File: src/rtl/vrr_pkg.sv
package vrr_pkg;

  typedef enum logic [2:0] {
    ST_IDLE,
    ST_FG_LOOK,
    ST_BG_LOOK,
    ST_ISSUE,
    ST_WAIT
  } vrr_state_e;

endpackage

File: src/rtl/vrr_pred_table.sv
// One predicted reference code per block. Simple dual-port RAM with a
// registered read; a valid vector supplies the reset value per entry.
module vrr_pred_table #(
  parameter int NUM_BLOCKS = 8,
  parameter int CODE_W     = 8,
  parameter int INIT_CODE  = 160,
  parameter int FLOOR      = 16,
  parameter int BLK_W      = 3
) (
  input  logic              clk,
  input  logic              rst,
  input  logic [BLK_W-1:0]  rd_addr,
  output logic [CODE_W-1:0] rd_data,
  input  logic              wr_en,
  input  logic [BLK_W-1:0]  wr_addr,
  input  logic [CODE_W-1:0] wr_data
);

  localparam logic [CODE_W-1:0] INIT_C  = INIT_CODE[CODE_W-1:0];
  localparam logic [CODE_W-1:0] FLOOR_C = FLOOR[CODE_W-1:0];

  logic [CODE_W-1:0]     mem [NUM_BLOCKS];
  logic [NUM_BLOCKS-1:0] vld;
  logic [CODE_W-1:0]     q;
  logic                  q_vld;

  always_ff @(posedge clk) begin
    if (wr_en) mem[wr_addr] <= wr_data;
    q <= mem[rd_addr];
  end

  always_ff @(posedge clk) begin
    if (rst) begin
      vld   <= '0;
      q_vld <= 1'b0;
    end else begin
      if (wr_en) vld[wr_addr] <= 1'b1;
      q_vld <= vld[rd_addr];
    end
  end

  assign rd_data = q_vld ? q : INIT_C;

  AST_PRED_WRITE_FLOOR: assert property (@(posedge clk) disable iff (rst)
    wr_en |-> wr_data >= FLOOR_C);

endmodule

File: src/rtl/vrr_step_down.sv
// Next lower reference code and the floor test for the current code.
module vrr_step_down #(
  parameter int CODE_W = 8,
  parameter int STEP   = 4,
  parameter int FLOOR  = 16
) (
  input  logic [CODE_W-1:0] code_i,
  output logic [CODE_W-1:0] code_o,
  output logic              floor_o
);

  localparam int                LIMIT_I = FLOOR + STEP;
  localparam logic [CODE_W:0]   LIMIT_C = LIMIT_I[CODE_W:0];
  localparam logic [CODE_W-1:0] STEP_C  = STEP[CODE_W-1:0];

  assign code_o  = code_i - STEP_C;
  assign floor_o = ({1'b0, code_i} < LIMIT_C);

endmodule

File: src/rtl/vrr_bg_tracker.sv
// Best-code tracking for one block of the background scan.
module vrr_bg_tracker #(
  parameter int CODE_W = 8,
  parameter int ERR_W  = 8
) (
  input  logic              clk,
  input  logic              rst,
  input  logic              upd_i,
  input  logic              first_i,
  input  logic [CODE_W-1:0] code_i,
  input  logic [ERR_W-1:0]  errs_i,
  output logic [CODE_W-1:0] best_o,
  output logic              stop_o
);

  logic [CODE_W-1:0] best, best_c;
  logic [ERR_W-1:0]  best_e, best_e_c, prev_e;
  logic [1:0]        rises, rises_c;

  always_comb begin
    if (first_i) begin
      best_c   = code_i;
      best_e_c = errs_i;
      rises_c  = 2'd0;
    end else begin
      if (errs_i < best_e) begin
        best_c   = code_i;
        best_e_c = errs_i;
      end else begin
        best_c   = best;
        best_e_c = best_e;
      end
      if (errs_i > prev_e) rises_c = rises + 2'd1;
      else                 rises_c = 2'd0;
    end
  end

  always_ff @(posedge clk) begin
    if (rst) begin
      best   <= '0;
      best_e <= '0;
      prev_e <= '0;
      rises  <= 2'd0;
    end else if (upd_i) begin
      best   <= best_c;
      best_e <= best_e_c;
      prev_e <= errs_i;
      rises  <= rises_c;
    end
  end

  assign best_o = best_c;
  assign stop_o = (rises_c == 2'd2);

  AST_BEST_NO_WORSE: assert property (@(posedge clk) disable iff (rst)
    (upd_i && !first_i) |=> best_e <= $past(best_e));

endmodule

File: src/rtl/vref_retry_seq.sv
module vref_retry_seq
  import vrr_pkg::*;
#(
  parameter int NUM_BLOCKS = 8,
  parameter int CODE_W     = 8,
  parameter int ERR_W      = 8,
  parameter int STEP       = 4,
  parameter int FLOOR      = 16,
  parameter int MAX_RETRY  = 40,
  parameter int INIT_CODE  = 160,
  parameter int SWEEP_TOP  = 252,
  localparam int BLK_W     = (NUM_BLOCKS > 1) ? $clog2(NUM_BLOCKS) : 1,
  localparam int RTY_W     = $clog2(MAX_RETRY + 1)
) (
  input  logic              clk,
  input  logic              rst,
  input  logic              req_valid,
  input  logic [BLK_W-1:0]  req_block,
  input  logic              req_sweep,
  output logic              req_ready,
  input  logic              bg_tick,
  output logic              bg_busy,
  output logic              rd_valid,
  output logic              rd_bg,
  output logic [BLK_W-1:0]  rd_block,
  output logic [CODE_W-1:0] rd_code,
  input  logic              res_valid,
  input  logic              res_ok,
  input  logic [ERR_W-1:0]  res_errs,
  output logic              done_valid,
  output logic              done_ok,
  output logic [RTY_W-1:0]  done_retries,
  output logic [CODE_W-1:0] done_code
);

  localparam int                LAST_I  = NUM_BLOCKS - 1;
  localparam logic [BLK_W-1:0]  LAST_B  = LAST_I[BLK_W-1:0];
  localparam logic [RTY_W-1:0]  MAX_C   = MAX_RETRY[RTY_W-1:0];
  localparam logic [CODE_W-1:0] TOP_C   = SWEEP_TOP[CODE_W-1:0];
  localparam logic [CODE_W-1:0] FLOOR_C = FLOOR[CODE_W-1:0];

  vrr_state_e        state;
  logic [CODE_W-1:0] cur_code;
  logic [BLK_W-1:0]  cur_blk;
  logic              is_bg;
  logic              fg_sweep;
  logic [RTY_W-1:0]  fg_rty;

  logic              bg_active;
  logic [BLK_W-1:0]  bg_blk;
  logic [CODE_W-1:0] bg_code;
  logic              bg_first;

  logic [BLK_W-1:0]  tbl_raddr;
  logic [CODE_W-1:0] tbl_q;
  logic              tbl_we;
  logic [CODE_W-1:0] nxt_code;
  logic              at_floor;
  logic              trk_upd;
  logic [CODE_W-1:0] trk_best;
  logic              trk_stop;
  logic              res_here;

  assign res_here  = (state == ST_WAIT) && res_valid;
  assign trk_upd   = res_here && is_bg;
  assign tbl_we    = trk_upd && (trk_stop || at_floor);
  assign tbl_raddr = (state == ST_IDLE && req_valid) ? req_block : bg_blk;

  vrr_pred_table #(
    .NUM_BLOCKS (NUM_BLOCKS),
    .CODE_W     (CODE_W),
    .INIT_CODE  (INIT_CODE),
    .FLOOR      (FLOOR),
    .BLK_W      (BLK_W)
  ) u_table (
    .clk     (clk),
    .rst     (rst),
    .rd_addr (tbl_raddr),
    .rd_data (tbl_q),
    .wr_en   (tbl_we),
    .wr_addr (cur_blk),
    .wr_data (trk_best)
  );

  vrr_step_down #(
    .CODE_W (CODE_W),
    .STEP   (STEP),
    .FLOOR  (FLOOR)
  ) u_step (
    .code_i  (cur_code),
    .code_o  (nxt_code),
    .floor_o (at_floor)
  );

  vrr_bg_tracker #(
    .CODE_W (CODE_W),
    .ERR_W  (ERR_W)
  ) u_track (
    .clk     (clk),
    .rst     (rst),
    .upd_i   (trk_upd),
    .first_i (bg_first),
    .code_i  (cur_code),
    .errs_i  (res_errs),
    .best_o  (trk_best),
    .stop_o  (trk_stop)
  );

  always_ff @(posedge clk) begin
    if (rst) begin
      state        <= ST_IDLE;
      cur_code     <= '0;
      cur_blk      <= '0;
      is_bg        <= 1'b0;
      fg_sweep     <= 1'b0;
      fg_rty       <= '0;
      bg_active    <= 1'b0;
      bg_blk       <= '0;
      bg_code      <= '0;
      bg_first     <= 1'b1;
      done_valid   <= 1'b0;
      done_ok      <= 1'b0;
      done_retries <= '0;
      done_code    <= '0;
    end else begin
      done_valid <= 1'b0;
      case (state)
        ST_IDLE: begin
          if (req_valid) begin
            cur_blk  <= req_block;
            fg_sweep <= req_sweep;
            is_bg    <= 1'b0;
            fg_rty   <= '0;
            state    <= ST_FG_LOOK;
          end else if (bg_active) begin
            cur_blk <= bg_blk;
            is_bg   <= 1'b1;
            if (bg_first) begin
              state <= ST_BG_LOOK;
            end else begin
              cur_code <= bg_code;
              state    <= ST_ISSUE;
            end
          end
        end
        ST_FG_LOOK: begin
          cur_code <= fg_sweep ? TOP_C : tbl_q;
          state    <= ST_ISSUE;
        end
        ST_BG_LOOK: begin
          cur_code <= tbl_q;
          state    <= ST_ISSUE;
        end
        ST_ISSUE: state <= ST_WAIT;
        ST_WAIT: begin
          if (res_valid) begin
            if (!is_bg) begin
              if (res_ok || fg_rty == MAX_C || at_floor) begin
                done_valid   <= 1'b1;
                done_ok      <= res_ok;
                done_retries <= fg_rty;
                done_code    <= cur_code;
                state        <= ST_IDLE;
              end else begin
                cur_code <= nxt_code;
                fg_rty   <= fg_rty + 1'b1;
                state    <= ST_ISSUE;
              end
            end else begin
              if (trk_stop || at_floor) begin
                bg_first <= 1'b1;
                if (bg_blk == LAST_B) begin
                  bg_active <= 1'b0;
                  bg_blk    <= '0;
                end else begin
                  bg_blk <= bg_blk + 1'b1;
                end
              end else begin
                bg_first <= 1'b0;
                bg_code  <= nxt_code;
              end
              state <= ST_IDLE;
            end
          end
        end
        default: state <= ST_IDLE;
      endcase
      if (bg_tick && !bg_active) begin
        bg_active <= 1'b1;
        bg_blk    <= '0;
        bg_first  <= 1'b1;
      end
    end
  end

  assign req_ready = (state == ST_IDLE);
  assign bg_busy   = bg_active;
  assign rd_valid  = (state == ST_ISSUE);
  assign rd_bg     = is_bg;
  assign rd_block  = cur_blk;
  assign rd_code   = cur_code;

  // Code of the previous foreground issue, kept for the direction check.
  logic [CODE_W-1:0] fg_last_code;
  always_ff @(posedge clk) begin
    if (rst) fg_last_code <= '0;
    else if (rd_valid && !rd_bg) fg_last_code <= rd_code;
  end

  AST_STEP_ONLY_DOWN: assert property (@(posedge clk) disable iff (rst)
    (rd_valid && !rd_bg && fg_rty != '0) |-> rd_code < fg_last_code);
  AST_CODE_ABOVE_FLOOR: assert property (@(posedge clk) disable iff (rst)
    rd_valid |-> rd_code >= FLOOR_C);
  AST_RETRY_CAP: assert property (@(posedge clk) disable iff (rst)
    done_valid |-> done_retries <= MAX_C);
  AST_DONE_AFTER_RESULT: assert property (@(posedge clk) disable iff (rst)
    done_valid |-> $past(res_valid));
  AST_SINGLE_ISSUE: assert property (@(posedge clk) disable iff (rst)
    rd_valid |=> !rd_valid);
  AST_FG_FIRST: assert property (@(posedge clk) disable iff (rst)
    (req_valid && req_ready) |-> ##2 (rd_valid && !rd_bg));
  AST_BG_ORDER: assert property (@(posedge clk) disable iff (rst)
    (bg_busy && $past(bg_busy) && bg_blk != $past(bg_blk))
      |-> bg_blk == $past(bg_blk) + 1'b1);

endmodule

File: config.mk
export PLATFORM = sky130hd
export DESIGN_NAME = vref_retry_seq
export DESIGN_NICKNAME = d
export VERILOG_FILES = /design/src/rtl/vrr_pkg.sv /design/src/rtl/vrr_pred_table.sv /design/src/rtl/vrr_step_down.sv /design/src/rtl/vrr_bg_tracker.sv /design/src/rtl/vref_retry_seq.sv
export SDC_FILE = /design/constraint.sdc
export NUM_CORES = 1
export LEC_CHECK = 0
export BUFFER_PORTS_ARGS = -buffer_cell sky130_fd_sc_hd__buf_2
export CORE_AREA = 5 5 177 179
export CTS_CLUSTER_DIAMETER = 60
export DETAILED_ROUTE_END_ITERATION = 6
export DIE_AREA = 0 0 182 184
export GPL_ROUTABILITY_DRIVEN = 0
export PLACE_DENSITY = 0.39
export SKIP_CTS_REPAIR_TIMING = 1
export SLEW_MARGIN = 20
export SYNTH_ARGS = -nofsm -noshare
export SYNTH_HDL_FRONTEND = slang
export SYNTH_SLANG_ARGS = --single-unit
File: constraint.sdc
create_clock -name clk -period 8.1 [get_ports clk]
set_input_delay 1.62 -clock clk [delete_from_list [all_inputs] [get_ports clk]]
set_output_delay 1.62 -clock clk [all_outputs]
set_load 0.05 [all_outputs]
== Word level (Yosys, flattened, before mapping) ==
Memory sizes are Yosys's and may differ from the RTL's. A register that Yosys moved wholly into a read port is not among the register bits.
Cells that the tools add are included.
Storage, ports and cells
  input bits: 18
  logic and storage cells: 132
  memories: 1
  RAM bits: 64
  register bits after elaboration: 86
  output and inout bits: 31
Operators by class
  muxes and demuxes: 47
  bitwise logic cells: 5
  $add $sub $neg: 4
  reductions and logical operators: 34
  $lt $le $gt $ge: 6
  equality and inequality tests: 15
Memories
  u_table.mem: words 8, width 8, read ports 1, clocked after memory_dff 1, write ports 1, RTL line vrr_pred_table.sv:22  | logic [CODE_W-1:0] mem [NUM_BLOCKS];
Operators by type and width (number)
  2-to-1 mux 8 bit: 12
  case mux 8 bit (4 select lines): 1
  2-to-1 mux 3 bit: 8
  2-to-1 mux 6 bit: 4
  nonzero test 2 bit: 8
  2-to-1 mux 1 bit: 15
  inequality test 2 bit (second input constant): 6
  case mux 3 bit (4 select lines): 1
  case mux 6 bit (2 select lines): 1
  AND reduction 4 bit: 3
  AND reduction 5 bit: 2
  greater-than comparator 8 bit: 1
  less-than comparator 3 x 4 -> 1 bit (second input constant): 2
  less-than comparator 8 x 5 -> 1 bit (second input constant): 1
  less-than comparator 8 bit: 1
  bitwise OR 8 bit: 1
  AND reduction 2 bit: 4
  subtractor 8 x 3 -> 8 bit (second input constant): 1
  AND reduction 7 bit: 1
  adder 6 x 1 -> 6 bit (second input constant): 1
  == test 3 x 2 -> 1 bit (second input constant): 2
  == test 3 bit (second input constant): 2
  == test 6 bit (second input constant): 1
  logical AND 1 bit: 6
  other kinds (18): 26

== Depth between registers and ports, before layout ==
Gate-level depths: netlist (run 1).
  depth after elaboration: 10
  mapped depth: 9

== Hierarchy ==
Synthesis (run 1) repeated with hierarchy kept, for this count alone.
Second synthesis, totals
  cells, all modules: 603
  area total of the unflattened synthesis: 7120.6 um^2
By module, submodules not included
  vrr_pred_table: sequential area each 2262.2 um^2, area each 3083.0 um^2, cells an instance 150, times used 1
  vref_retry_seq: sequential area each 1021.0 um^2, area each 2468.6 um^2, cells an instance 283, times used 1
  vrr_bg_tracker: sequential area each 520.5 um^2, area each 1453.9 um^2, cells an instance 155, times used 1
  vrr_step_down: sequential area each 0.0 um^2, area each 115.1 um^2, cells an instance 15, times used 1

== Worst setup path before layout (run 1) ==
No wires, ideal clock.
  path kind: input-to-reg
  start point: input port res_errs[7]
  end point: memory u_table.mem[0][0] (enable)
  data required time: 7.702 ns
  setup time: 0.398 ns
  arrival: 3.566 ns
  setup slack: 4.136 ns
  cell stages on the path: 6
  cells stage by stage: ha_1 o21a_1 a21oi_1 a21oi_1 a21boi_1 nor4b_1
On the way
  longest elaborated chain between the ends: 8
Ends and longest elaborated chain
  from (decl): RTL line vref_retry_seq.sv:29  | input logic [ERR_W-1:0] res_errs,
  greater-than comparator 8 bit: RTL line vrr_bg_tracker.sv:33  | if (errs_i > prev_e) rises_c = rises + 2'd1;
  2-to-1 mux 2 bit: RTL line vrr_bg_tracker.sv:33
  2-to-1 mux 2 bit: RTL line vrr_bg_tracker.sv:21  | if (first_i) begin
  == test 2 bit: RTL line vrr_bg_tracker.sv:53  | assign stop_o = (rises_c == 2'd2);
  logical OR 1 bit: RTL line vref_retry_seq.sv:66  | assign tbl_we = trk_upd && (trk_stop || at_floor);
  logical AND 1 bit: RTL line vref_retry_seq.sv:66
  2-to-1 mux 1 bit: RTL line vrr_pred_table.sv:28  | if (wr_en) mem[wr_addr] <= wr_data;
  2-to-1 mux 1 bit (not written as such): RTL line vrr_pred_table.sv:28
  to (decl): RTL line vrr_pred_table.sv:22
Every way passes these cells.

== Worst setup path after layout (run 1) ==
  start point: register state[0]
  end point: output port req_ready
On the way
  longest elaborated chain between the ends: 1
Ends and longest elaborated chain
  from (decl): RTL line vref_retry_seq.sv:42  | vrr_state_e state;
  from (signal assigned): RTL line vref_retry_seq.sv:111  | state <= ST_IDLE;
  from (signal assigned): RTL line vref_retry_seq.sv:134  | state <= ST_FG_LOOK;
  from (signal assigned): RTL line vref_retry_seq.sv:139  | state <= ST_BG_LOOK;
  logical NOT 3 bit: RTL line vref_retry_seq.sv:196  | assign req_ready = (state == ST_IDLE);
  to (decl): RTL line vref_retry_seq.sv:20  | output logic req_ready,
Every way passes these cells.

==> results.rst, run 1 <==
.. list-table::
   :header-rows: 1

   * - Metric
     - Value
   * - Clk_lat worst skew
     - around 430 ps
   * - Launching instance or port of the critical path
     - state[0]
   * - Initial core utilization
     - 24.6%
   * - Final Setup Violations
     - 0
   * - Number of instances in the synthesized netlist
     - roughly 650
   * - Cell type contributing the most total cell area after synthesis
     - sky130_fd_sc_hd__edfxtp_1
   * - Worst hold-check slack
     - between 400 and 500 ps
   * - Cts bufs inserted
     - 17
   * - Outcome
     - finished, final reports clean
   * - Count of placed standard cells in the final layout, fillers left out
     - ~1100
   * - Wire length of the first global-routing pass
     - 27.7 mm
   * - Number of top-level design ports
     - between 40 and 50
   * - Critical R2R Launch
     - state[2]
   * - Worst r2r path cells
     - 6
   * - Overall Global Routing Usage
     - between 10% and 20%
   * - Power density normalized to cell area
     - 268 nW/um^2
   * - Iteration count of the initial detailed-routing pass
     - 5
   * - Utilization after layout
     - roughly 29%
   * - Post-layout net count
     - 732
   * - Fin crit share
     - 45.4%
   * - Int Power
     - ~1.5 mW
   * - Number of antenna violations at the first check in global routing
     - 0
   * - Total via count in the routed design
     - between 4000 and 5000
   * - DPL Wire Length
     - around 12 mm
   * - Power dissipated by switching net loads
     - approximately 0.79 mW
   * - Total die area
     - between 30000 and 40000 um^2
   * - Placeable Area
     - about 29000 um^2
   * - Met2 demand-to-capacity share in global routing
     - ~17%
   * - Vias per std cell
     - around 4.4
   * - Proportion of netlist area held by the largest area contributor
     - roughly a quarter
   * - Largest net degree at the start of global routing
     - 65
   * - Final Max Slew Viols
     - 0
   * - Most used DFF post-synth
     - sky130_fd_sc_hd__dfxtp_1
   * - Max Cap Violations
     - 0
   * - Setup Skew
     - between 10 and 15 ps
   * - Maximum fanout along the worst path
     - 12
   * - Yosys warning total
     - 0
   * - Setup repair after global routing missed its margin
     - false
   * - Asr flop ratio synth
     - 0%
   * - Count of distinct cell types in the synthesized netlist
     - 65
   * - GRT Max-Usage Layer
     - met2
   * - Die Height
     - about 180 um
   * - Worst supply voltage drop on vdd
     - 141 uV
   * - Number of levels in the clock H-tree
     - 4
   * - Routed wire per std cell
     - around 16 um
   * - Area growth syn-to-layout
     - 17.1%
   * - Share of power burned in combinational logic
     - between 20 and 25%
   * - Number of placement rows
     - 63
   * - Antenna Nets Post-Route
     - 0
   * - Most common cell after layout, fill and taps aside
     - sky130_fd_sc_hd__dfxtp_1
   * - Fin crit period
     - 3680 ps
   * - Number of hold violations in the final report
     - 0
   * - Inserted Diodes
     - 0
   * - Type of the worst setup path
     - flop to output port
   * - Vias in the first global route
     - 4929
   * - Max Fclk
     - 272 MHz
   * - Total gr overflow
     - 0
   * - Critical Path RT
     - between 6000 and 7000 ps
   * - Transition time at the pin with the least slew margin
     - roughly 1000 ps
   * - Sequential element share of the synthesized area
     - a little over half
   * - First-iteration detailed-routing DRC count
     - 200
   * - Number of flops mapped to enable cells by yosys
     - 64
   * - Cell types with the largest area share after synthesis
     - sky130_fd_sc_hd__edfxtp_1 27%, sky130_fd_sc_hd__dfxtp_1 26%, sky130_fd_sc_hd__mux2i_1 5.7%, sky130_fd_sc_hd__ha_1 3.5%, sky130_fd_sc_hd__nor2_1 3.2%
   * - Highest-count cells in the layout ignoring fill and taps
     - 94 x sky130_fd_sc_hd__dfxtp_1, 64 x sky130_fd_sc_hd__edfxtp_1, 62 x sky130_fd_sc_hd__nor2_1
   * - Startpoint Class
     - flop
   * - Netlist area before placement
     - 7230 um^2
   * - Crit end category
     - output port
   * - Count of port buffers added during placement
     - 48
   * - Global Route met3 Usage
     - between 2 and 2.5%
   * - DRC violations left
     - 0
   * - Total routed wirelength
     - 17.1 mm
   * - Switching Share
     - about a third
   * - Mean instance size in the synthesized netlist
     - roughly 11 um^2
   * - Slew headroom
     - between 30% and 40%
   * - Hold Path Class
     - flop to flop
   * - Chip Width
     - approximately 180 um
   * - Clock root buffer
     - sky130_fd_sc_hd__clkbuf_16
   * - Register-to-Register Setup Slack
     - 4960 ps
   * - Portion of total power attributed to sequential cells
     - 41.7%
   * - Fraction of final layout cells sized beyond drive strength 1
     - a little under a fifth
   * - Destination of the critical timing path
     - req_ready
   * - Clock tree sinks
     - 158
   * - Clock tree from TritonCTS
     - done
   * - Routing usage on met1
     - 13.9%
   * - Inst Count DP
     - between 1000 and 1500
   * - Clock power frac
     - ~36%
   * - Crit path DAT
     - between 2000 and 2500 ps
   * - Flops & latches, synth
     - between 150 and 200
   * - Total negative slack
     - 0 ps
   * - Maximum clock path buffer count
     - 2
   * - Syn Nets
     - between 600 and 700
   * - Clock-pin slew on the worst setup and hold paths
     - 70 ps
   * - Leakage
     - 2.99 nW
   * - End of the worst register-to-register path
     - u_track.best[5]
worst max-delay path, stage by stage (launching register included):
cell	delay, ps
sky130_fd_sc_hd__dfxtp_1	460
sky130_fd_sc_hd__nor3_1	760
sky130_fd_sc_hd__buf_2	410
kinds of logic after synthesis:
group	share of synthesized area, %
AOI/OAI and AO/OA	9.75
xor gates and xnor gates	0.847
adders and majority gates	3.60
buffers and inverters	5.08
DFF	52.6
muxes	13.0
and+or+nand+nor	15.1
cell usage after synthesis (all sizes together) (2+ instances only):
cell,number
nor3b,6
nor4b,5
or3,2
xor2,6
mux4,16
nor2b,12
nor3,7
a22oi,4
mux2i,41
nor2,62
a21oi,34
nand2,57
buf,18
a211oi,8
inv,36
a31oi,3
edfxtp,64
mux2,13
o2bb2ai,2
nand3,26
and2,2
a32oi,2
clkbuf,20
o21ai,16
dfxtp,94
o211ai,3
o31ai,2
o22ai,8
and3,8
a21o,6
o221ai,3
nand4,9
nand2b,12
o21a,4
or4b,2
a41oi,2
or3b,2
a221oi,3
a21boi,2
ha,20
worst min-delay path by stage:
stage / start / end / slack (ps) / cells after the start
after floorplan: bg_code[4] / bg_code[4] / 430 / 2
after global placement: u_track.rises[1] / u_track.rises[1] / 440 / 2
after detailed placement: u_track.prev_e[1] / u_track.prev_e[1] / 450 / 2
after CTS: u_track.prev_e[1] / u_track.prev_e[1] / 460 / 2
after global routing: u_track.prev_e[1] / u_track.prev_e[1] / 480 / 2
final: u_track.prev_e[1] / u_track.prev_e[1] / 460 / 2
layout make-up:
cell class	count	area, um^2
fillers	2979	20900
flip-flops and latches	158	3800
clock inverters	15	196
multi-input cells	422	3100
inverters	36	135
clock buffers	17	425
well taps	390	488
repair buffers	59	323
metal layers:
metal,up-vias,share of wire [%]
met5,-,0
met1,2337,50
met2,56,47
met4,0,0.80
met3,6,2.7
li1,2452,-
through the flow:
step | power (mW) | worst slack, ps | instance area, um^2
5_1_grt | 2.40 | 4260 | 8470
4_1_cts | 2.31 | 4080 | 8460
3_3_place_gp | 1.48 | 3670 | 7820
2_1_floorplan | 1.34 | 4140 | 7230
3_5_place_dp | 1.48 | 3630 | 7840
6_report | 2.27 | 4420 | 8470
state kept, by name, summed over array words and instances (netlist names), 2 cells and up:
| name | cells |
|---|---|
| u_track.best_e | 8 |
| bg_code | 8 |
| state | 3 |
| rd_block | 3 |
| u_table.mem | 64 |
| u_table.q | 8 |
| u_track.rises | 2 |
| bg_blk | 3 |
| u_track.prev_e | 8 |
| fg_rty | 6 |
| u_table.vld | 8 |
| u_track.best | 8 |
| done_retries | 6 |
| rd_code | 8 |
| done_code | 8 |
power groups by stage:
| stage | Clock, mW | Sequential (mW) | Combinational, mW |
|---|---|---|---|
| detailed placement | 0 | 0.967 | 0.516 |
| global placement | 0 | 0.969 | 0.508 |
| floorplan | 0 | 0.963 | 0.380 |
| global route | 0.883 | 0.956 | 0.559 |
| CTS | 0.845 | 0.949 | 0.518 |
| finish | 0.813 | 0.947 | 0.510 |
(Power assumes the default switching activity.)
==> inputs of run 2 (changes only) <==
Settings changed: ABC_AREA set to 1, CORE_AREA 5 5 177 179 to 5 5 175 177, DIE_AREA 0 0 182 184 to 0 0 180 182.
Clock period 8.1 ns to 3.6 ns, I/O delays scaled along.
==> run 2 against run 1 <==
Net effect:
- global-route usage up 1.8 points
- worst hold slack lost 3.8 ps
- clock skew up 3.1 ps
- sequential power increased by 120%
- synthesized cell count rose by 26%
==> results.rst, run 2 <==
.. list-table::
   :header-rows: 1

   * - Metric
     - Value
   * - Crit end category
     - flop (was output port)
   * - Met3 Routed Length
     - 382 um (was 460 um)
   * - Worst slack at placement
     - 591 ps (was 3630 ps)
   * - Routed wire per std cell
     - 15.5 um (was 15.6 um)
   * - Clock root buffer
     - sky130_fd_sc_hd__clkbuf_16 (unchanged)
   * - Ranking of synthesized cells by instance count
     - 151 x sky130_fd_sc_hd__nand2_1, 95 x sky130_fd_sc_hd__nor2_1, 94 x sky130_fd_sc_hd__dfxtp_1 (was 94 x sky130_fd_sc_hd__dfxtp_1, 64 x sky130_fd_sc_hd__edfxtp_1, 62 x sky130_fd_sc_hd__nor2_1)
   * - Worst r2r path cells
     - 11 (was 6)
   * - Wire length of the first global-routing pass
     - 31.4 mm (was 27.7 mm)
   * - Register ranked first by flip-flop count
     - u_table.mem (unchanged)
   * - Maximum fanout along the worst path
     - 27 (was 12)
   * - Area fraction in compound gates after synthesis
     - 15.3% (was 9.75%)
   * - Iteration count of the initial detailed-routing pass
     - 4 (was 5)
   * - PnR worst setup slack
     - 1040 ps (was 4420 ps)
   * - Crit path DAT
     - 2850 ps (was 2060 ps)
   * - Largest net degree at the start of global routing
     - 42 (was 65)
   * - Vias per std cell
     - 4.30 (was 4.42)
   * - Largest family of logic cells by synthesized area
     - simple AND/OR/NAND/NOR gates (unchanged)
   * - Area growth syn-to-layout
     - 18.9% (was 17.1%)
   * - Number of antenna violations at the first check in global routing
     - 0 (unchanged)
   * - Count of placed standard cells in the final layout, fillers left out
     - 1286 (was 1097)
   * - Die Height
     - 182 um (was 184 um)
   * - Mean instance size in the synthesized netlist
     - 8.62 um^2 (was 11.1 um^2)
   * - Final Setup Violations
     - 0 (unchanged)
   * - Number of hold violations in the final report
     - 0 (unchanged)
   * - Transition time at the pin with the least slew margin
     - 709 ps (was 1010 ps)
   * - Number of flops mapped to enable cells by yosys
     - 64 (unchanged)
   * - Number of logic stages on the critical path including buffering
     - 11 (was 2)
   * - Number of levels in the clock H-tree
     - 4 (unchanged)
   * - Count of distinct cell types in the synthesized netlist
     - 42 (was 65)
   * - End of the worst register-to-register path
     - done_code[0] (was u_track.best[5])
   * - Placeable Area
     - 29100 um^2 (was 29400 um^2)
   * - Fill cells
     - 3113 (was 2979)
   * - Clock tree from TritonCTS
     - done (unchanged)
   * - Max FFs per register
     - 64 (unchanged)
   * - Asr flop ratio synth
     - 0% (unchanged)
   * - Sequence of cells on the critical path
     - inv_1, ha_1, inv_1, nand2_1, nand3_1, buf_4, nand3b_1, nand2_1, clkinv_1, o21ai_0, a21oi_1 (was nor3_1, buf_2)
   * - Fraction of final layout cells sized beyond drive strength 1
     - 14.7% (was 18.2%)
   * - Netlist area before placement
     - 7110 um^2 (was 7230 um^2)
   * - Clock tree sinks
     - 158 (unchanged)
   * - DRC violations left
     - 0 (unchanged)
   * - Worst supply voltage drop on vdd
     - 321 uV (was 141 uV)
   * - Syn Nets
     - 862 (was 692)
   * - DPL Wire Length
     - 14.3 mm (was 12.4 mm)
   * - Inst Count DP
     - 1254 (was 1065)
   * - Vias in the first global route
     - 5315 (was 4929)
   * - Cell type contributing the most total cell area after synthesis
     - sky130_fd_sc_hd__edfxtp_1 (unchanged)
   * - Power density normalized to cell area
     - 598 nW/um^2 (was 268 nW/um^2)
   * - Maximum clock path buffer count
     - 2 (unchanged)
   * - Yosys warning total
     - 0 (unchanged)
   * - Highest-count cells in the layout ignoring fill and taps
     - 151 x sky130_fd_sc_hd__nand2_1, 95 x sky130_fd_sc_hd__nor2_1, 94 x sky130_fd_sc_hd__dfxtp_1 (was 94 x sky130_fd_sc_hd__dfxtp_1, 64 x sky130_fd_sc_hd__edfxtp_1, 62 x sky130_fd_sc_hd__nor2_1)
   * - Sequential cell area
     - 3800 um^2 (unchanged)
   * - Most used DFF post-synth
     - sky130_fd_sc_hd__dfxtp_1 (unchanged)
   * - Initial core utilization
     - 24.4% (was 24.6%)
   * - Destination of the critical timing path
     - done_code[0] (was req_ready)
   * - Largest delay share family, worst path
     - buffers and inverters (was simple AND/OR/NAND/NOR gates)
   * - Flops & latches, synth
     - 158 (unchanged)
   * - Number of top-level design ports
     - 49 (unchanged)
   * - Slew headroom
     - 52.7% (was 30.8%)
   * - Most common cell after layout, fill and taps aside
     - sky130_fd_sc_hd__nand2_1 (was sky130_fd_sc_hd__dfxtp_1)
   * - Worst-path cell with the longest stage delay
     - sky130_fd_sc_hd__clkinv_1 (was sky130_fd_sc_hd__nor3_1)
   * - Number of instances in the synthesized netlist
     - 824 (was 654)
   * - Cts bufs inserted
     - 17 (unchanged)
   * - Hold Path Class
     - flop to flop (unchanged)
   * - Total via count in the routed design
     - 5528 (was 4851)
   * - Setup Skew
     - 16.8 ps (was 13.7 ps)
   * - Met2 WL
     - 9.08 mm (was 8.04 mm)
   * - Outcome
     - finished, final reports clean (unchanged)
   * - Startpoint Class
     - flop (unchanged)
   * - Number of buffers and inverters on the critical path
     - 4 (was 1)
   * - Chip Width
     - 180 um (was 182 um)
   * - Fin crit period
     - 2560 ps
   * - Cell types with the largest area share after synthesis
     - sky130_fd_sc_hd__edfxtp_1 27%, sky130_fd_sc_hd__dfxtp_1 26%, sky130_fd_sc_hd__nand2_1 8.0%, sky130_fd_sc_hd__a21oi_1 6.3%, sky130_fd_sc_hd__nor2_1 5.0% (was sky130_fd_sc_hd__edfxtp_1 27%, sky130_fd_sc_hd__dfxtp_1 26%, sky130_fd_sc_hd__mux2i_1 5.7%, sky130_fd_sc_hd__ha_1 3.5%, sky130_fd_sc_hd__nor2_1 3.2%)
   * - Clock-pin slew on the worst setup and hold paths
     - 70 ps (about the same)
   * - Clk_lat worst skew
     - 430 ps (about the same)
   * - Critical Path RT
     - 3890 ps (was 6480 ps)
   * - Setup repair after global routing missed its margin
     - false (unchanged)
   * - Proportion of netlist area held by the largest area contributor
     - 27.0% (was 26.6%)
   * - Leakage
     - 3.34 nW (was 2.99 nW)
   * - Post-synthesis mux area share
     - 0% (was 13.0%)
   * - Max Fclk
     - just under 400 MHz
   * - Total negative slack
     - 0 ps (unchanged)
   * - Adder-cell share of the synthesized area
     - 3.52% (was 3.60%)
   * - Simple-gate portion of the synthesized area
     - 18.8% (was 15.1%)
   * - Delay of the slowest critical-path stage
     - 520 ps (was 760 ps)
   * - Type of the worst setup path
     - flop to flop (was flop to output port)
   * - Total gr overflow
     - 0 (unchanged)
   * - Register-to-Register Setup Slack
     - 1040 ps (was 4960 ps)
   * - Launching instance or port of the critical path
     - rd_code[2] (was state[0])
   * - Sequential element share of the synthesized area
     - 53.5% (was 52.6%)
   * - Routed length on met1
     - 10.3 mm (was 8.48 mm)
   * - First-iteration detailed-routing DRC count
     - 315 (was 200)
   * - Number of placement rows
     - 63 (unchanged)
   * - Critical R2R Launch
     - rd_code[2] (was state[2])
   * - Antenna Nets Post-Route
     - 0 (unchanged)
   * - Post-synthesis share of cell area spent on xor and xnor gates
     - 0.740% (was 0.847%)
   * - Fin crit share
     - 71.1%
   * - Inserted Diodes
     - 0 (unchanged)
   * - Max Cap Violations
     - 0 (unchanged)
   * - Final Max Slew Viols
     - 0 (unchanged)
   * - Total routed wirelength
     - 19.9 mm (was 17.1 mm)
   * - Overall Global Routing Usage
     - 12.3% (was 10.5%)
   * - Area taken by multi-input logic gates
     - 2730 um^2 (was 3100 um^2)
   * - Worst hold-check slack
     - 452 ps (was 456 ps)
   * - Dominant cell by count in the synthesized netlist
     - sky130_fd_sc_hd__nand2_1 (was sky130_fd_sc_hd__dfxtp_1)
   * - Highest signal layer in the routed design
     - met4 (unchanged)
   * - Count of port buffers added during placement
     - 48 (unchanged)
   * - Post-layout net count
     - 921 (was 732)
   * - Total die area
     - 32800 um^2 (was 33500 um^2)
==> run 2: metal layers <==
layer / up-vias / GRT usage, %
li1: 2881 / -
met1: 2575 / 17.5
met2: 60 / 19.2
met3: 12 / 2.22
met4: 0 / 3.38
met5: - / 0
==> run 2: logic make-up after synthesis <==
logic type | count (synthesis)
AOI/OAI and AO/OA | 192
adders and majority gates | 20
DFF | 158
buffers and inverters | 135
xor gates and xnor gates | 6
and+or+nand+nor | 313
==> run 2: worst min path at each step <==
stage                      start           endpoint  slack [ps]  cells after the start
2_1_floorplan  u_track.best_e[0]  u_track.best_e[0]         420                      2
3_3_place_gp   u_track.best_e[0]  u_track.best_e[0]         440                      2
3_5_place_dp      u_table.vld[3]     u_table.vld[3]         440                      2
4_1_cts           u_table.vld[3]     u_table.vld[3]         460                      2
5_1_grt           u_table.vld[3]     u_table.vld[3]         480                      2
6_report          u_table.vld[2]     u_table.vld[2]         450                      2
==> run 2: worst min-delay path, stage by stage, from the launching register on <==
cell and delay (ps):
sky130_fd_sc_hd__dfxtp_1 300, sky130_fd_sc_hd__inv_1 50, sky130_fd_sc_hd__a21oi_1 60
==> run 2: power breakdown <==
group / switching (mW) / internal, mW / total, mW
Clock: 0.858 / 0.933 / 1.79
Sequential: 0.0705 / 1.98 / 2.05
Combinational: 0.880 / 0.324 / 1.20
Total: 1.81 / 3.24 / 5.05
==> run 2: final cells by class <==
type | count | area share [%]
Tap cell | 390 | 5.78
Clock inverter | 15 | 1.88
Timing Repair Buffer | 75 | 5.39
Sequential cell | 158 | 45.0
Multi-Input combinational cell | 531 | 32.3
Clock buffer | 17 | 5.04
Inverter | 100 | 4.56
==> run 2: per-stage QoR <==
stage / total power [mW] / utilization, % / cell area [um^2]
after floorplan: 2.91 / - / 7110
after global placement: 3.33 / 27.0 / 7860
after detailed placement: 3.32 / 27.0 / 7860
after CTS: 5.14 / 29.0 / 8440
after global routing: 5.33 / 29.0 / 8450
final: 5.05 / 29.0 / 8450
==> inputs of run 3 (changes only) <==
Clock period 3.6 ns to 2.5 ns, I/O delays scaled along.
==> run 3 against run 2 <==
Net effect:
- cell area is 1.9% higher
- count of clock-buffer cells in the layout rose by 6
- flip-flop and latch count stayed put
- global-route usage down 0.49 points
- largest cell class unchanged
==> results.rst, run 3 (synthesized netlist as in run 2, its figures left out) <==
.. list-table::
   :header-rows: 1

   * - Metric
     - Value
   * - Largest delay share family, worst path
     - compound AO/OA/AOI/OAI gates (was buffers and inverters)
   * - Number of top-level design ports
     - 49 (unchanged)
   * - DRC violations left
     - 0 (unchanged)
   * - Outcome
     - finished, final reports clean (unchanged)
   * - Total die area
     - 32800 um^2 (unchanged)
   * - Area growth syn-to-layout
     - 21.1% (was 18.9%)
   * - Wire length of the first global-routing pass
     - 30.8 mm (was 31.4 mm)
   * - Max FFs per register
     - 64 (unchanged)
   * - Fin crit share
     - 90.7% (was 71.1%)
   * - Type of the worst setup path
     - flop to flop (unchanged)
   * - Critical R2R Launch
     - u_track.best_e[5] (was rd_code[2])
   * - Share of power burned in combinational logic
     - 23.5% (was 23.9%)
   * - Switching Share
     - 33.3% (was 35.8%)
   * - Final Setup Violations
     - 0 (unchanged)
   * - Delay of the slowest critical-path stage
     - 530 ps (was 520 ps)
   * - Startpoint Class
     - flop (unchanged)
   * - Iteration count of the initial detailed-routing pass
     - 4 (unchanged)
   * - Total via count in the routed design
     - 5554 (was 5528)
   * - Total routed wirelength
     - 19.0 mm (was 19.9 mm)
   * - Clk_lat worst skew
     - 420 ps (was 430 ps)
   * - Setup repair after global routing missed its margin
     - true (was false)
   * - Register-to-Register Setup Slack
     - 230 ps (was 1040 ps)
   * - Destination of the worst hold path
     - bg_busy (was u_table.vld[2])
   * - Number of placement rows
     - 63 (unchanged)
   * - Fraction of final layout cells sized beyond drive strength 1
     - 16.8% (was 14.7%)
   * - Number of antenna violations at the first check in global routing
     - 0 (unchanged)
   * - Routed wire per std cell
     - 14.6 um (was 15.5 um)
   * - Hold Path Class
     - input pin to flop (was flop to flop)
   * - Fin crit period
     - 2270 ps (was 2560 ps)
   * - Power dissipated by switching net loads
     - 2.37 mW (was 1.81 mW)
   * - Clock tree sinks
     - 158 (unchanged)
   * - Initial core utilization
     - 24.4% (unchanged)
   * - First-iteration detailed-routing DRC count
     - 303 (was 315)
   * - Met3 Routed Length
     - 610 um (was 382 um)
   * - Maximum fanout along the worst path
     - 15 (was 27)
   * - Die Height
     - 182 um (unchanged)
   * - Overall Global Routing Usage
     - 11.8% (was 12.3%)
   * - Crit path DAT
     - 2390 ps (was 2850 ps)
   * - Number of hold violations in the final report
     - 0 (unchanged)
   * - DPL Wire Length
     - 13.9 mm (was 14.3 mm)
   * - Worst Hold Path Cells
     - 3 (was 2)
   * - Overall power of the completed layout
     - 7.11 mW (was 5.05 mW)
   * - Largest net degree at the start of global routing
     - 37 (was 42)
   * - Met2 WL
     - 8.56 mm (was 9.08 mm)
   * - Fill cells
     - 3129 (was 3113)
   * - Max Cap Violations
     - 0 (unchanged)
   * - Vias in the first global route
     - 5438 (was 5315)
   * - Max Fclk
     - 441 MHz (was 391 MHz)
   * - Maximum clock path buffer count
     - 2 (unchanged)
   * - Worst supply voltage drop on vdd
     - 468 uV (was 321 uV)
   * - Utilization after layout
     - 29.6% (was 29.0%)
   * - PnR worst setup slack
     - 232 ps (was 1040 ps)
   * - Clock root buffer
     - sky130_fd_sc_hd__clkbuf_16 (unchanged)
   * - Post-layout net count
     - 937 (was 921)
   * - Portion of total power attributed to sequential cells
     - 41.9% (was 40.7%)
   * - Vias per std cell
     - 4.27 (was 4.30)
   * - Slew headroom
     - 54.7% (was 52.7%)
   * - Clock power frac
     - 34.6% (was 35.5%)
   * - Most common cell after layout, fill and taps aside
     - sky130_fd_sc_hd__nand2_1 (unchanged)
   * - Highest-count cells in the layout ignoring fill and taps
     - 150 x sky130_fd_sc_hd__nand2_1, 94 x sky130_fd_sc_hd__nor2_1, 94 x sky130_fd_sc_hd__dfxtp_1 (was 151 x sky130_fd_sc_hd__nand2_1, 95 x sky130_fd_sc_hd__nor2_1, 94 x sky130_fd_sc_hd__dfxtp_1)
   * - Register ranked first by flip-flop count
     - u_table.mem (unchanged)
   * - Setup Skew
     - 12.6 ps (was 16.8 ps)
   * - Clock-pin slew on the worst setup and hold paths
     - 70 ps (about the same)
   * - Leakage
     - 3.40 nW (was 3.34 nW)
   * - Crit end category
     - flop (unchanged)
   * - Chip Width
     - 180 um (unchanged)
   * - Worst r2r path cells
     - 10 (was 11)
   * - Critical Path RT
     - 2620 ps (was 3890 ps)
   * - Highest signal layer in the routed design
     - met4 (unchanged)
   * - Cts bufs inserted
     - 17 (unchanged)
   * - Int Power
     - 4.74 mW (was 3.24 mW)
   * - Sequence of cells on the critical path
     - inv_1, ha_1, a21oi_1, nor2_1, a211oi_1, nand2_1, nand2_1, buf_12, nor2_1, a21oi_1 (was inv_1, ha_1, inv_1, nand2_1, nand3_1, buf_4, nand3b_1, nand2_1, clkinv_1, o21ai_0, a21oi_1)
   * - Hold path start
     - bg_tick (was u_table.vld[2])
   * - Worst slack at placement
     - -166 ps (was 591 ps)
   * - Placeable Area
     - 29100 um^2 (unchanged)
   * - Power density normalized to cell area
     - 827 nW/um^2 (was 598 nW/um^2)
   * - End of the worst register-to-register path
     - u_table.mem[0][0] (was done_code[0])
   * - Clock tree from TritonCTS
     - done (unchanged)
   * - Final Max Slew Viols
     - 0 (unchanged)
   * - Count of port buffers added during placement
     - 48 (unchanged)
   * - Inserted Diodes
     - 0 (unchanged)
   * - Launching instance or port of the critical path
     - u_track.best_e[5] (was rd_code[2])
   * - Number of buffers and inverters on the critical path
     - 2 (was 4)
   * - Total gr overflow
     - 0 (unchanged)
   * - Total negative slack
     - 0 ps (unchanged)
   * - Antenna Nets Post-Route
     - 0 (unchanged)
   * - Routed length on met1
     - 9.68 mm (was 10.3 mm)
   * - Number of levels in the clock H-tree
     - 4 (unchanged)
   * - Worst-path cell with the longest stage delay
     - sky130_fd_sc_hd__a21oi_1 (was sky130_fd_sc_hd__clkinv_1)
   * - Transition time at the pin with the least slew margin
     - 679 ps (was 709 ps)
## run 3: worst reg2reg max path, cell delays in order, from the launching register on
cell and delay (ps):
sky130_fd_sc_hd__dfxtp_1 310, sky130_fd_sc_hd__inv_1 50, sky130_fd_sc_hd__ha_1 280, sky130_fd_sc_hd__a21oi_1 130, sky130_fd_sc_hd__nor2_1 50, sky130_fd_sc_hd__a211oi_1 200
sky130_fd_sc_hd__nand2_1 90, sky130_fd_sc_hd__nand2_1 130, sky130_fd_sc_hd__buf_12 160, sky130_fd_sc_hd__nor2_1 50, sky130_fd_sc_hd__a21oi_1 530
## run 3: metrics by stage
stage | cell area, um^2 | cells | hold WS [ps]
after global routing | 8600 | 1302 | 334
final | 8600 | 1302 | 338
after CTS | 8560 | 1302 | 318
after global placement | 8000 | 1270 | 440
after floorplan | 7110 | 824 | 422
after detailed placement | 8000 | 1270 | 440
## run 3: how the worst max path moves through the flow
stage | end | slack [ps] | cells after the start
final | u_table.mem[0][0] | 230 | 10
after CTS | rd_code[7] | 100 | 11
after detailed placement | u_table.mem[2][6] | -170 | 10
after global placement | u_table.mem[3][2] | -110 | 11
after floorplan | u_table.mem[1][0] | 20 | 11
after global routing | u_table.mem[4][0] | -7 | 10
## run 3: cell type report
cell class	count	area, um^2	share of cell area (%)
well taps	390	488	5.67
flip-flops and latches	158	3800	44.2
clock inverters	9	56.3	0.654
clock buffers	23	500	5.82
multi-input cells	531	2770	32.1
repair buffers	91	604	7.02
inverters	100	385	4.48
## run 3: metal layers
| layer | track usage, % | vias up |
|---|---|---|
| met5 | 0 | - |
| met1 | 16.8 | 2586 |
| met3 | 2.38 | 6 |
| met4 | 2.93 | 0 |
| met2 | 18.4 | 65 |
| li1 | - | 2897 |
## run 3: power groups by stage
stage | Sequential [mW] | Combinational, mW | Clock (mW)
floorplan | 3.12 | 1.06 | 0
global placement | 3.04 | 1.70 | 0
detailed placement | 3.04 | 1.69 | 0
CTS | 2.98 | 1.70 | 2.54
global route | 3.00 | 1.87 | 2.64
finish | 2.98 | 1.67 | 2.46
